<file path="config.mk">
export PLATFORM = sky130hd
export DESIGN_NAME = sqw_tap_selector
export DESIGN_NICKNAME = d
export VERILOG_FILES = /design/src/rtl/sqw_pkg.sv /design/src/rtl/sqw_rst_sync.sv /design/src/rtl/sqw_divider.sv /design/src/rtl/sqw_ctrl.sv /design/src/rtl/sqw_tap_selector.sv
export SDC_FILE = /design/constraint.sdc
export NUM_CORES = 1
export LEC_CHECK = 0
export BUFFER_PORTS_ARGS = -buffer_cell sky130_fd_sc_hd__buf_2
export CORE_AREA = 8 8 49 90
export CTS_BUF_LIST = sky130_fd_sc_hd__clkbuf_2 sky130_fd_sc_hd__clkbuf_4 sky130_fd_sc_hd__clkbuf_8
export DETAILED_ROUTE_END_ITERATION = 8
export DIE_AREA = 0 0 57 98
export SYNTH_ARGS = -nofsm -noshare
export SYNTH_HDL_FRONTEND = slang
export SYNTH_SLANG_ARGS = --single-unit
</file>
<file path="constraint.sdc">
create_clock -name clk_32k -period 1.5 [get_ports clk_32k]
set_input_delay 0.225 -clock clk_32k [delete_from_list [all_inputs] [get_ports clk_32k]]
set_output_delay 0.225 -clock clk_32k [all_outputs]
set_load 0.05 [all_outputs]
</file>
<file path="src/rtl/sqw_pkg.sv">
package sqw_pkg;
  localparam int CNT_W  = 14;
  localparam int RATE_W = 4;
  localparam int IDX_W  = $clog2(CNT_W);

  typedef enum logic [1:0] {
    SQ_OFF = 2'd0,
    SQ_RAW = 2'd1,
    SQ_TAP = 2'd2
  } sq_mode_e;

  // Counter bit k toggles at 32768 / 2^(k+1) Hz.
  function automatic logic [IDX_W-1:0] rate_to_tap(input logic [RATE_W-1:0] code);
    logic [IDX_W-1:0] tap;
    case (code)
      4'd0:    tap = '0;
      4'd1:    tap = IDX_W'(6);
      4'd2:    tap = IDX_W'(7);
      default: tap = IDX_W'(code - 4'd2);
    endcase
    return tap;
  endfunction
endpackage

</file>
<file path="src/rtl/sqw_rst_sync.sv">
module sqw_rst_sync #(
  parameter int STAGES = 2
) (
  input  logic clk,
  input  logic rst_n,
  output logic rst_sync_n
);
  logic [STAGES-1:0] sync_q;
  logic [STAGES-1:0] sync_d;

  always_comb begin
    sync_d = {sync_q[STAGES-2:0], 1'b1};
  end

  always_ff @(posedge clk or negedge rst_n) begin
    if (!rst_n) sync_q <= '0;
    else        sync_q <= sync_d;
  end

  assign rst_sync_n = sync_q[STAGES-1];
endmodule

</file>
<file path="src/rtl/sqw_divider.sv">
module sqw_divider #(
  parameter int W = 14
) (
  input  logic         clk,
  input  logic         rst_n,
  output logic [W-1:0] cnt
);
  logic [W-1:0] cnt_q;
  logic [W-1:0] cnt_d;
  logic         past_ok_q;

  always_comb begin
    cnt_d = cnt_q + W'(1);
  end

  always_ff @(posedge clk or negedge rst_n) begin
    if (!rst_n) begin
      cnt_q     <= '0;
      past_ok_q <= 1'b0;
    end else begin
      cnt_q     <= cnt_d;
      past_ok_q <= 1'b1;
    end
  end

  assign cnt = cnt_q;

  AST_COUNT_STEP: assert property (@(posedge clk) disable iff (!rst_n)
    past_ok_q |-> (cnt_q == W'($past(cnt_q) + W'(1))));
endmodule

</file>
<file path="src/rtl/sqw_ctrl.sv">
module sqw_ctrl
  import sqw_pkg::*;
(
  input  logic                clk,
  input  logic                rst_n,
  input  logic                sq_en,
  input  logic                raw_sel,
  input  logic [RATE_W-1:0]   rate_sel,
  input  logic                aux_bat_en,
  input  logic                main_pwr_ok,
  input  logic                aux_pwr_ok,
  output sq_mode_e            mode,
  output logic [IDX_W-1:0]    tap_idx
);
  sq_mode_e         mode_q, mode_d;
  logic [IDX_W-1:0] idx_q, idx_d;
  logic             upd_en;

  always_comb begin
    idx_d = rate_to_tap(rate_sel);
    if (!sq_en) begin
      mode_d = SQ_OFF;
    end else if (!main_pwr_ok) begin
      mode_d = (raw_sel && aux_bat_en && aux_pwr_ok) ? SQ_RAW : SQ_OFF;
    end else if (raw_sel) begin
      mode_d = SQ_RAW;
    end else if (rate_sel == '0) begin
      mode_d = SQ_OFF;
    end else begin
      mode_d = SQ_TAP;
    end
    upd_en = (mode_d != mode_q) || (idx_d != idx_q);
  end

  always_ff @(posedge clk or negedge rst_n) begin
    if (!rst_n) begin
      mode_q <= SQ_OFF;
      idx_q  <= '0;
    end else if (upd_en) begin
      mode_q <= mode_d;
      idx_q  <= idx_d;
    end
  end

  assign mode    = mode_q;
  assign tap_idx = idx_q;

  AST_OFF_WHEN_DISABLED: assert property (@(posedge clk) disable iff (!rst_n)
    !sq_en |=> (mode_q == SQ_OFF));
  AST_RAW_OVERRIDE: assert property (@(posedge clk) disable iff (!rst_n)
    (sq_en && raw_sel && main_pwr_ok) |=> (mode_q == SQ_RAW));
  AST_CODE_ZERO_OFF: assert property (@(posedge clk) disable iff (!rst_n)
    (sq_en && !raw_sel && main_pwr_ok && rate_sel == '0) |=> (mode_q == SQ_OFF));
  AST_BACKUP_GATE: assert property (@(posedge clk) disable iff (!rst_n)
    (!main_pwr_ok && !(sq_en && raw_sel && aux_bat_en && aux_pwr_ok)) |=> (mode_q == SQ_OFF));
  AST_TAP_IN_RANGE: assert property (@(posedge clk) disable iff (!rst_n)
    (mode_q == SQ_TAP) |-> (idx_q >= IDX_W'(1) && idx_q <= IDX_W'(13)));
endmodule

</file>
<file path="src/rtl/sqw_tap_selector.sv">
module sqw_tap_selector
  import sqw_pkg::*;
(
  input  logic              clk_32k,
  input  logic              rst_n,
  input  logic              sq_en,
  input  logic              raw_sel,
  input  logic [RATE_W-1:0] rate_sel,
  input  logic              aux_bat_en,
  input  logic              main_pwr_ok,
  input  logic              aux_pwr_ok,
  output logic              sq_out
);
  logic             rst_sync_n;
  logic [CNT_W-1:0] cnt;
  sq_mode_e         mode;
  logic [IDX_W-1:0] tap_idx;
  logic [CNT_W-1:0] tap_hit;
  logic             tap_out;

  sqw_rst_sync #(.STAGES(2)) u_rst_sync (
    .clk        (clk_32k),
    .rst_n      (rst_n),
    .rst_sync_n (rst_sync_n)
  );

  sqw_divider #(.W(CNT_W)) u_divider (
    .clk   (clk_32k),
    .rst_n (rst_sync_n),
    .cnt   (cnt)
  );

  sqw_ctrl u_ctrl (
    .clk         (clk_32k),
    .rst_n       (rst_sync_n),
    .sq_en       (sq_en),
    .raw_sel     (raw_sel),
    .rate_sel    (rate_sel),
    .aux_bat_en  (aux_bat_en),
    .main_pwr_ok (main_pwr_ok),
    .aux_pwr_ok  (aux_pwr_ok),
    .mode        (mode),
    .tap_idx     (tap_idx)
  );

  for (genvar k = 0; k < CNT_W; k++) begin : g_tap
    assign tap_hit[k] = (tap_idx == IDX_W'(k)) & cnt[k];
  end

  assign tap_out = |tap_hit;

  always_comb begin
    case (mode)
      SQ_RAW:  sq_out = clk_32k;
      SQ_TAP:  sq_out = tap_out;
      default: sq_out = 1'b0;
    endcase
  end

  AST_LOW_IN_RESET: assert property (@(posedge clk_32k)
    !rst_n |-> (mode == SQ_OFF));
endmodule

</file>
After elaboration in Yosys (flattened, before gate mapping)
Cells that the tools add are included.

Reductions and logical operators: 6. Add/sub/neg operators: 2. Bitwise gates (word level): 14. Equal/unequal tests: 19. Mux-type cells: 7.

Operator list (count): $eq 4x4->1 const B (6); $eq 4x3->1 const B (4); $add 14x1->14 const B (1); $and 1x1->1 (14); $reduce_or 14->1 (1); $eq 4x2->1 const B (3); $pmux 4 s3 (1); $eq 4x1->1 const B (2); $logic_not 4->1 (2); $mux 2 (4); $ne 4x4->1 (1); $sub 4x2->4 const B (1); $eq 2x1->1 const B (1); $eq 2x2->1 const B (1); $logic_and 1x1->1 (2); $ne 2x2->1 (1); $pmux 1 s2 (1); $logic_or 1x1->1 (1); $mux 1 (1).

Output and inout port bits: 1. Input bits: 11. Word-level logic and storage cells: 52. Register bits after elaboration: 22.

Logic depth before layout (Yosys ltp)
Gate-level depths: netlist (run 1).

Word-level depth: 7. Mapped depth: 4. Gate-level depth less buffers: 4.

Modules after synthesis
A second synthesis (run 1) with hierarchy kept.

Cell total of the unflattened synthesis: 97. Area total of the unflattened synthesis: 1124.8 sq um.

Modules (own cells, without submodules): sqw_divider (instances 1, sequential area each 350.3 sq um, cells each 50, area an instance 596.8 sq um); sqw_ctrl (instances 1, sequential area each 150.1 sq um, cells each 25, area an instance 277.8 sq um); sqw_tap_selector (instances 1, sequential area each 0.0 sq um, cells each 19, area an instance 196.4 sq um); sqw_rst_sync (instances 1, sequential area each 50.0 sq um, cells each 3, area an instance 53.8 sq um).

==> metrics.md, run 1 <==
| Metric | Value |
|---|---|
| Largest net degree at the start of global routing | 21 |
| HP Class | input pin to register |
| Mean Syn Cell Area | 11.34 um^2 |
| Arr. time, crit path | 1880 ps |
| Final Hold Vio Count | 0 |
| Worst reg-to-reg path cell count | 4 |
| Power density over the cells | 895.7 nW/um^2 |
| Final GP Congestion | 0.8058 |
| Worst-path clk slew | 70 ps |
| RSZ-0062 raised after global routing | yes |
| Max incr delay on CP | 440 ps |
| # placed instances | 157 |
| Main combinational cell family by area after synthesis | simple AND/OR/NAND/NOR gates |
| Worst setup EP type | primary output |
| CTS tree | yes |
| Area of the multi-input gates | 575.6 um^2 |
| Worst skew pair latency | 370 ps |
| Clk pwr share | 46.2% |
| Synth Net Count | 109 |
| Antenna diodes | 0 |
| Syn-to-layout area delta | 44.60% |
| Drt total wl | 2.095 mm |
| Most frequent cells in the layout | 21 x dfrtp_1, 20 x buf_4, 10 x buf_2 |
| Internal Power | 1.083 mW |
| Utilization after layout | 46.67% |
| Fill count | 309 |
| Top_reg_cell synth | dfrtp_1 |
| Layout cells sized above 1 | 41.48% |
| Worst R2R End | u_divider.cnt[13]$_DFF_PN0_ |
| Post-synthesis mux area share | 9.155% |
| EDFF count, synth | 0 |
| Worst path cell trace | buf_4 > buf_4 > mux2_2 > a221oi_4 > o41ai_4 > buf_6 |
| Cell row count | 30 |
| WHS | 22.00 ps |
| Startpoint types | register |
| Sequential element share of the synthesized area | 51.64% |
| Post-synthesis adder-cell area fraction | 4.695% |
| Post-route ant nets | 0 |
| Fin nets | 151 |
| Reg-to-reg setup timing slack | 110 ps |
| Status | finished, violations left |
| Violated checks | negative setup slack |
| Port Buffers | 11 |
| Hold Crit Endpoint | u_ctrl.mode[1]$_DFFE_PN0P_ |
| Pre-CTS WS | -314.9 ps |
| Synth cell types | 25 |
| CP delay by family, top | flip-flops |
| FF+latch count, synth | 22 |
| # setup viols final | 7 |
| Total grt overflow | 0 |
| Simple-Gate Fraction of Synth Area | 15.49% |
| I/O pins | 12 |
| CORE AREA | 3303 um^2 |
| DR pass1 iterations | 4 |
| Total GRT Usage | 8.080% |
| Commonest non-fill, non-tap cell in the layout | dfrtp_1 |
| R2r startpoint | u_divider.cnt[5]$_DFF_PN0_ |
| Effective utilization at floorplan | 32.27% |
| Worst Path Required | 1270 ps |
| Vias/cell | 5.006 |
| FMAX | 474.5 MHz |
| # DRC | 0 |
| Initial antenna violation count | 0 |
| Critical path buffers and inverters | 3 |
| Combinational share of power | 8.9% |
| Post-synthesis async set-or-reset flop share | 100.0% |
| HP Start | raw_sel |
| Crit share post-route | 140.5% |
| Detailed placement HPWL | 1.509 mm |
| WP depth | 6 |
| DR WL/cell | 12.54 um |
| Mapped Cells | 94 |
| Die Span X | 57 um |
| Switch Pwr | 297.9 uW |
| Slowest CP cell | dfrtp_2 |
| Mapped cell area | 1066 um^2 |
| Reg area | 551.8 um^2 |
| Die Ht | 98 um |
| First-pass GRT wire length | 3.650 mm |
| Crit path time final | 2107 ps |
| Max-cap violations | 0 |
| Via count | 836 |
| Hold Path Cell Cnt | 2 |
| Seq pwr share | 44.9% |
| Compound-Gate Fraction of Synth Area | 5.634% |
| CP dominant cell by count | buf_4 |
| Slew headroom | 64.42% |
| Switch share | 21.58% |
| Xor/xnor share of the synthesized area | 9.859% |
| Initial DRC count | 7 |
| Kind of critical path | register to primary output |
| Overall power | 1.381 mW |
| Vias in the first global route | 879 |
| Max IR drop VDD | 710.4 uV |
| Setup slack after layout | -607.5 ps |
| Worst-path fanout max | 4 |
| Non-Filler Instances | 167 |
| Die area | 5586 um^2 |
| Yosys warning total | 0 |
| Slew @ Worst Pin | 528.8 ps |
| Slew Limit Fails | 0 |
| LEAKAGE | 0.7424 nW |
| Clock Skews | 2.315 ps |
[power by group through the flow]
stage	Combinational (mW)	Clock, mW	Sequential, mW
global route	0.137	0.686	0.622
finish	0.122	0.638	0.620
floorplan	0.0441	0.0103	0.636
global placement	0.0985	0.0114	0.628
detailed placement	0.100	0.0114	0.629
CTS	0.115	0.666	0.618
[registers in the layout (all words and copies together) (netlist names)]
register           count
u_ctrl.mode            2
u_divider.cnt         14
u_rst_sync.sync_q      2
u_ctrl.tap_idx         4
[cell usage after synthesis, types with 2 or more instances]
cell     instances  area [um^2]
nand3_1          5        25.02
nand2_1          6        22.52
xnor2_1          4        35.03
nor2_1           6        22.52
ha_1             4        50.05
xor2_1           8        70.07
nor4_1           5        31.28
nor3_1           6        30.03
dfrtp_1         22        550.5
mux4_1           2        52.55
mux2_2           2        22.52
inv_1            9        33.78
a21oi_1          3        15.01
[per-stage QoR]
stage                     cell area (um^2)  setup TNS [ps]
after floorplan                       1092          -240.1
after global routing                  1541          -715.9
after detailed placement              1338          -314.9
after global placement                1338          -291.6
final                                 1541          -607.5
after CTS                             1495          -683.7
[layer usage]
metal / wire length [um] / part of all wire, % / track usage, %
met1: 921 / 44 / 8.856
met5: 0 / 0 / 0
met4: 29 / 1.4 / 4.727
met3: 78 / 3.7 / 4.026
met2: 1066 / 51 / 12.09
[how the worst max path moves through the flow]
| stage | from | to |
|---|---|---|
| after global placement | u_ctrl.tap_idx[0]$_DFFE_PN0P_ | sq_out |
| after CTS | u_ctrl.tap_idx[0]$_DFFE_PN0P_ | sq_out |
| after global routing | u_ctrl.tap_idx[0]$_DFFE_PN0P_ | sq_out |
| final | u_ctrl.tap_idx[0]$_DFFE_PN0P_ | sq_out |
| after floorplan | u_ctrl.tap_idx[1]$_DFFE_PN0P_ | sq_out |
| after detailed placement | u_ctrl.tap_idx[0]$_DFFE_PN0P_ | sq_out |
[area by class of cell]
cell class	instances	share of cell area, %
well taps	32	2.597
clock buffers	8	6.980
inverters	9	2.192
multi-input cells	63	37.34
flip-flops and latches	22	35.80
repair buffers	33	15.10
[cells by family (layout without fill, tap and decap cells)]
family                     count (synthesis)  in the layout
adders and majority gates                  4              4
other                                      1              1
xor gates and xnor gates                  12             12
muxes                                      5              5
buffers and inverters                      9             50
DFF                                       22             22
and+or+nand+nor                           33             33
AOI/OAI and AO/OA                          8              8
[timing repair]
item / CTS / global route
hold buffers: 1 / 0
resized for setup: 8 / 9
hold endpoints to repair: 2 / 0
pin swaps: 5 / 1
endpoints found under the setup margin: 7 / 9
buffers inserted: 1 / 2
Note: power is estimated with default switching activity, not from simulation.
==> inputs of run 2 (changes only) <==
--- a/config.mk
+++ b/config.mk
@@ -5,11 +5,13 @@
 export SDC_FILE = /design/constraint.sdc
 export NUM_CORES = 1
 export LEC_CHECK = 0
+export ABC_AREA = 1
 export BUFFER_PORTS_ARGS = -buffer_cell sky130_fd_sc_hd__buf_2
-export CORE_AREA = 8 8 49 90
+export CORE_AREA = 8 8 50 92
 export CTS_BUF_LIST = sky130_fd_sc_hd__clkbuf_2 sky130_fd_sc_hd__clkbuf_4 sky130_fd_sc_hd__clkbuf_8
 export DETAILED_ROUTE_END_ITERATION = 8
-export DIE_AREA = 0 0 57 98
+export DIE_AREA = 0 0 58 100
+export SLEW_MARGIN = 25
 export SYNTH_ARGS = -nofsm -noshare
 export SYNTH_HDL_FRONTEND = slang
 export SYNTH_SLANG_ARGS = --single-unit
==> metrics.md, run 2 <==
| Metric | Value |
|---|---|
| Die Span X | 58 um |
| CP dominant cell by count | nand2_1 |
| Layout cells sized above 1 | 34.57% |
| Worst path cell trace | buf_6 > nand3_2 > nand2_2 > nor2_2 > nand2_1 > nand2_1 > nand2_1 > nand3_2 > a21oi_4 > buf_6 |
| R2r startpoint | u_divider.cnt[0]$_DFF_PN0_ |
| Top_reg_cell synth | dfrtp_1 |
| FMAX | 510.4 MHz |
| Most frequent cells in the layout | 26 x nand2_1, 22 x inv_1, 20 x dfrtp_1 |
| Worst Path Required | 1270 ps |
| RSZ-0062 raised after global routing | yes |
| Synth Net Count | 145 |
| HP Class | input pin to register |
| Max IR drop VDD | 637.9 uV |
| Status | finished, violations left |
| # DRC | 0 |
| Non-Filler Instances | 194 |
| Max reg flops | 14 |
| CTS tree | yes |
| Power density over the cells | 898.8 nW/um^2 |
| Yosys warning total | 0 |
| HP Start | sq_en |
| Via count | 941 |
| Area leader, netlist | dfrtp_1 |
| Slew Limit Fails | 0 |
| Die Ht | 100 um |
| Total grt overflow | 0 |
| Mapped Cells | 130 |
| Reg-to-reg setup timing slack | -30 ps |
| Pre-CTS WS | -232.6 ps |
| Top post-synthesis cells by count | 28 x nand2_1, 22 x dfrtp_1, 22 x inv_1 |
| Worst reg-to-reg path cell count | 7 |
| Worst-path fanout max | 6 |
| # setup viols final | 4 |
| # placed instances | 183 |
| Crit path time final | 1959 ps |
| Vias/cell | 4.851 |
| Violated checks | negative setup slack |
| Mean Syn Cell Area | 8.662 um^2 |
| Worst setup EP type | primary output |
| Cell row count | 30 |
| Sequential element share of the synthesized area | 48.89% |
| Post-route ant nets | 0 |
| CORE AREA | 3378 um^2 |
| Fin nets | 178 |
| Clock Skews | 9.475 ps |
| Met2 wire length | 1.395 mm |
| Initial DRC count | 14 |
| Kind of critical path | register to primary output |
| Largest net degree at the start of global routing | 21 |
| Startpoint types | register |
| Max incr delay on CP | 470 ps |
| Port Buffers | 11 |
| Setup slack after layout | -459.2 ps |
| Vias in the first global route | 1058 |
| I/O pins | 12 |
| Top Metal Used | met4 |
| Initial antenna violation count | 0 |
| Worst R2R End | u_divider.cnt[8]$_DFF_PN0_ |
| Commonest non-fill, non-tap cell in the layout | nand2_1 |
| Area share of the largest cell type after synthesis | 48.89% |
| Arr. time, crit path | 1730 ps |
| Setup TNS | -506.5 ps |
| Routed met1 length | 869 um |
| Detailed placement HPWL | 1.857 mm |
| FF+latch count, synth | 22 |
| Drt total wl | 2.496 mm |
| LEAKAGE | 0.8168 nW |
| Most frequent cell after synthesis | nand2_1 |
| Final GP Congestion | 0.8116 |
| Synth top area cells | dfrtp_1 49%, nand2_1 9.3%, xor2_1 8.6% |
| Hold Path Cell Cnt | 3 |
| Worst skew pair latency | 370 ps |
| Total GRT Usage | 10.01% |
| Syn-to-layout area delta | 37.78% |
| Crit share post-route | 130.6% |
| Mapped cell area | 1126 um^2 |
| Antenna diodes | 0 |
| WL met3 | 101 um |
| Hold Crit Endpoint | u_ctrl.mode[1]$_DFFE_PN0P_ |
| DR pass1 iterations | 4 |
| Max-cap violations | 0 |
| Slowest CP cell | dfrtp_2 |
| Post-synthesis async set-or-reset flop share | 100.0% |
| EDFF count, synth | 0 |
| Utilization after layout | 45.93% |
| Die area | 5800 um^2 |
| Final Hold Vio Count | 0 |
| Effective utilization at floorplan | 33.33% |
| DR WL/cell | 12.87 um |
| Synth cell types | 20 |
| Worst-path clk slew | 70 ps |
| First-pass GRT wire length | 4.264 mm |
==> run 2: cell count changes after synthesis, moves of 3 or more <==
cell     previous run  this run
nand2_1             6        28
nor2_1              6        10
nand3_1             5        13
nor4_1              5         0
xor2_1              8        11
inv_1               9        22
nor3_1              6         2
==> run 2: report_power, final <==
part           total, mW  switching [mW]  internal [mW]
registers          0.627          0.0177          0.609
clock network      0.644           0.235          0.409
logic              0.123          0.0707         0.0528
total               1.39           0.323           1.07
==> run 2: cell type report <==
cell class              count  area [um^2]
fillers                   329         1827
multi-input cells          84        581.8
flip-flops and latches     22        553.0
repair buffers             25        180.2
clock buffers               8        107.6
inverters                  23        88.84
well taps                  32        40.04
==> run 2: how the worst max path moves through the flow <==
stage	startpoint	depth (start not counted)	to	slack [ps]
after CTS	u_ctrl.tap_idx[1]$_DFFE_PN0P_	10	sq_out	-470
after floorplan	u_ctrl.tap_idx[0]$_DFFE_PN0P_	10	sq_out	-60
after detailed placement	u_ctrl.tap_idx[1]$_DFFE_PN0P_	8	sq_out	-230
after global placement	u_ctrl.tap_idx[1]$_DFFE_PN0P_	8	sq_out	-160
after global routing	u_ctrl.tap_idx[1]$_DFFE_PN0P_	10	sq_out	-570
final	u_ctrl.tap_idx[1]$_DFFE_PN0P_	10	sq_out	-460
==> run 2: worst max-delay path: cells and delay by family, from the launching register on <==
| family | cells | cell delay (ps) |
|---|---|---|
| AOI/OAI and AO/OA | 1 | 150 |
| buffers and inverters | 2 | 310 |
| DFF | 1 | 470 |
| and+or+nand+nor | 7 | 420 |
==> run 2: metrics by stage <==
| step | power [mW] | area (um^2) | hold slack, ps |
|---|---|---|---|
| final | 1.394 | 1551 | 89.20 |
| after global routing | 1.461 | 1551 | 99.70 |
| after CTS | 1.400 | 1464 | 83.70 |
| after detailed placement | 0.7517 | 1318 | 11.22 |
| after global placement | 0.7452 | 1318 | 9.295 |
| after floorplan | 0.7140 | 1145 | -70.59 |
==> run 2: per-layer routing <==
metal | vias up | GRT usage, %
met5 | - | 0
met4 | 0 | 9.696
met3 | 12 | 4.359
met2 | 23 | 16.52
met1 | 448 | 8.517
li1 | 458 | -
==> run 2: logic make-up (layout without fill, tap and decap cells) <==
family	after synthesis	in the layout	synth area share, %
compound gates	5	5	2.222
xor+xnor	13	13	10.11
fa+ha+maj	4	4	4.445
buf+inv	24	56	8.110
flops	22	22	48.89
other cells	1	1	0.3330
simple gates	61	61	25.89
==> run 2: what timing repair did <==
action	in CTS	in global routing
buffers inserted	1	2
hold endpoints to repair	2	0
pin swaps	7	14
setup endpoints to repair	3	5
hold buffers	1	0
resized for setup	13	15
==> inputs of run 3 (changes only) <==
--- a/config.mk
+++ b/config.mk
@@ -11,6 +11,7 @@
 export CTS_BUF_LIST = sky130_fd_sc_hd__clkbuf_2 sky130_fd_sc_hd__clkbuf_4 sky130_fd_sc_hd__clkbuf_8
 export DETAILED_ROUTE_END_ITERATION = 8
 export DIE_AREA = 0 0 58 100
+export RECOVER_POWER = 25
 export SLEW_MARGIN = 25
 export SYNTH_ARGS = -nofsm -noshare
 export SYNTH_HDL_FRONTEND = slang
==> constraint.sdc (replaced) <==
create_clock -name clk_32k -period 2 [get_ports clk_32k]
set_input_delay 0.3 -clock clk_32k [delete_from_list [all_inputs] [get_ports clk_32k]]
set_output_delay 0.3 -clock clk_32k [all_outputs]
set_load 0.05 [all_outputs]
==> metrics.md, run 3 (same netlist as run 2, synthesis figures left out) <==
| Metric | Value |
|---|---|
| Status | finished, violations left |
| Violated checks | negative setup slack |
| Crit path time final | 2018 ps |
| Port Buffers | 11 |
| FMAX | 495.4 MHz |
| GR Util met2 | 17.56% |
| Slew Limit Fails | 0 |
| Final Hold Vio Count | 0 |
| Met3 Resource Use GR | 3.718% |
| Setup TNS | -18.47 ps |
| CTS tree | yes |
| Post-route ant nets | 0 |
| Clock Skews | 4.676 ps |
| Via count | 920 |
| Initial DRC count | 20 |
| Max-cap violations | 0 |
| LEAKAGE | 0.7255 nW |
| Startpoint types | register |
| Utilization after layout | 41.07% |
| # setup viols final | 1 |
| GR Layer Usage met1 | 7.273% |
| Worst R2R End | u_divider.cnt[10]$_DFF_PN0_ |
| Pre-CTS WS | 252.0 ps |
| CORE AREA | 3378 um^2 |
| Worst reg-to-reg path cell count | 6 |
| Worst-path fanout max | 6 |
| Antenna diodes | 0 |
| Max reg flops | 14 |
| WHS | 155.7 ps |
| Initial antenna violation count | 0 |
| First-pass GRT wire length | 4.126 mm |
| HP Class | input pin to register |
| Commonest non-fill, non-tap cell in the layout | nand2_1 |
| Arr. time, crit path | 1720 ps |
| Hold Crit Endpoint | u_ctrl.mode[0]$_DFFE_PN0P_ |
| Slew @ Worst Pin | 785.3 ps |
| Total GRT Usage | 9.662% |
| Total grt overflow | 0 |
| Setup slack after layout | -18.47 ps |
| Worst setup EP type | primary output |
| Non-Filler Instances | 183 |
| Die area | 5800 um^2 |
| Die Ht | 100 um |
| Detailed placement HPWL | 1.672 mm |
| Slew headroom | 47.65% |
| Overall power | 1.132 mW |
| RSZ-0062 raised after global routing | yes |
| Layout cells sized above 1 | 20.53% |
| Largest net degree at the start of global routing | 21 |
| Crit share post-route | 100.9% |
| DP Area | 1220 um^2 |
| Max incr delay on CP | 480 ps |
| DR pass1 iterations | 4 |
| Max IR drop VDD | 640.6 uV |
| I/O pins | 12 |
| Hold Path Cell Cnt | 3 |
| Effective utilization at floorplan | 33.33% |
| Vias in the first global route | 1035 |
| # placed instances | 172 |
| DR WL/cell | 12.75 um |
| Reg-to-reg setup timing slack | 480 ps |
| Cell row count | 30 |
| R2r startpoint | u_divider.cnt[0]$_DFF_PN0_ |
| Drt total wl | 2.334 mm |
| Slowest CP cell | dfrtp_2 |
| Worst-path clk slew | 80 ps |
| Final GP Congestion | 0.8641 |
| Die Span X | 58 um |
| HP Start | raw_sel |
| Most frequent cells in the layout | 28 x nand2_1, 22 x inv_1, 20 x dfrtp_1 |
| Worst path cell trace | buf_4 > nand3_1 > nand2_1 > nor2_1 > nand2_1 > nand2_1 > nand2_1 > nand3_1 > a21oi_2 > buf_6 |
| Fill count | 327 |
| Syn-to-layout area delta | 23.22% |
| Final Instance Area | 1388 um^2 |
| Gr busiest metal | met2 |
| CP dominant cell by count | nand2_1 |
| # DRC | 0 |
| Fin nets | 167 |
| Power density over the cells | 816.0 nW/um^2 |
| Kind of critical path | register to primary output |
| Vias/cell | 5.027 |
| Worst Path Required | 1700 ps |
| Worst skew pair latency | 370 ps |
## run 3: cell count changes in the layout (fill, tap and decap cells not counted), moves of 3 or more
cell | previous run | this run
nand3_2 | 4 | 1
nand3_1 | 9 | 13
buf_6 | 5 | 2
buf_4 | 10 | 2
## run 3: area by class of cell
class	instances	area [um^2]	share of cell area (%)
Sequential cell	22	553.0	39.86
Timing Repair Buffer	14	83.83	6.041
Tap cell	32	40.04	2.885
Clock buffer	7	93.84	6.763
Inverter	23	86.33	6.222
Multi-Input combinational cell	84	500.5	36.07
Clock inverter	1	30.03	2.164
## run 3: how the worst max path moves through the flow
stage                             startpoint  slack [ps]  endpoint  cells past startpoint
2_1_floorplan  u_ctrl.tap_idx[1]$_DFFE_PN0P_         200    sq_out                     10
3_3_place_gp   u_ctrl.tap_idx[1]$_DFFE_PN0P_         300    sq_out                      8
3_5_place_dp   u_ctrl.tap_idx[1]$_DFFE_PN0P_         250    sq_out                      8
4_1_cts        u_ctrl.tap_idx[1]$_DFFE_PN0P_          -8    sq_out                     10
5_1_grt        u_ctrl.tap_idx[0]$_DFFE_PN0P_        -150    sq_out                     11
6_report       u_ctrl.tap_idx[1]$_DFFE_PN0P_         -20    sq_out                     10
## run 3: routing by layer
layer	share of wire, %	vias to the layer above	routed length (um)
li1	-	438	-
met1	36	440	839
met2	55	31	1291
met3	3.9	11	91
met4	4.8	0	112
met5	0	-	0
## run 3: worst max-delay path: cells and delay by family (launching register included)
kind | cells | cell delay, ps
AO/OA/AOI/OAI | 1 | 60
buffers and inverters | 2 | 310
flip-flops | 1 | 480
AND/OR/NAND/NOR | 7 | 480
## run 3: timing repair
action,in CTS,in global routing
pin swaps,0,1
setup endpoints to repair,1,1
buffers inserted,3,0
hold endpoints to repair,2,0
gates resized for setup,6,5
hold buffers,1,0
## run 3: power by group
part	internal (mW)	switching, mW
Combinational	0.0356	0.0389
Sequential	0.456	0.0195
Clock	0.398	0.184
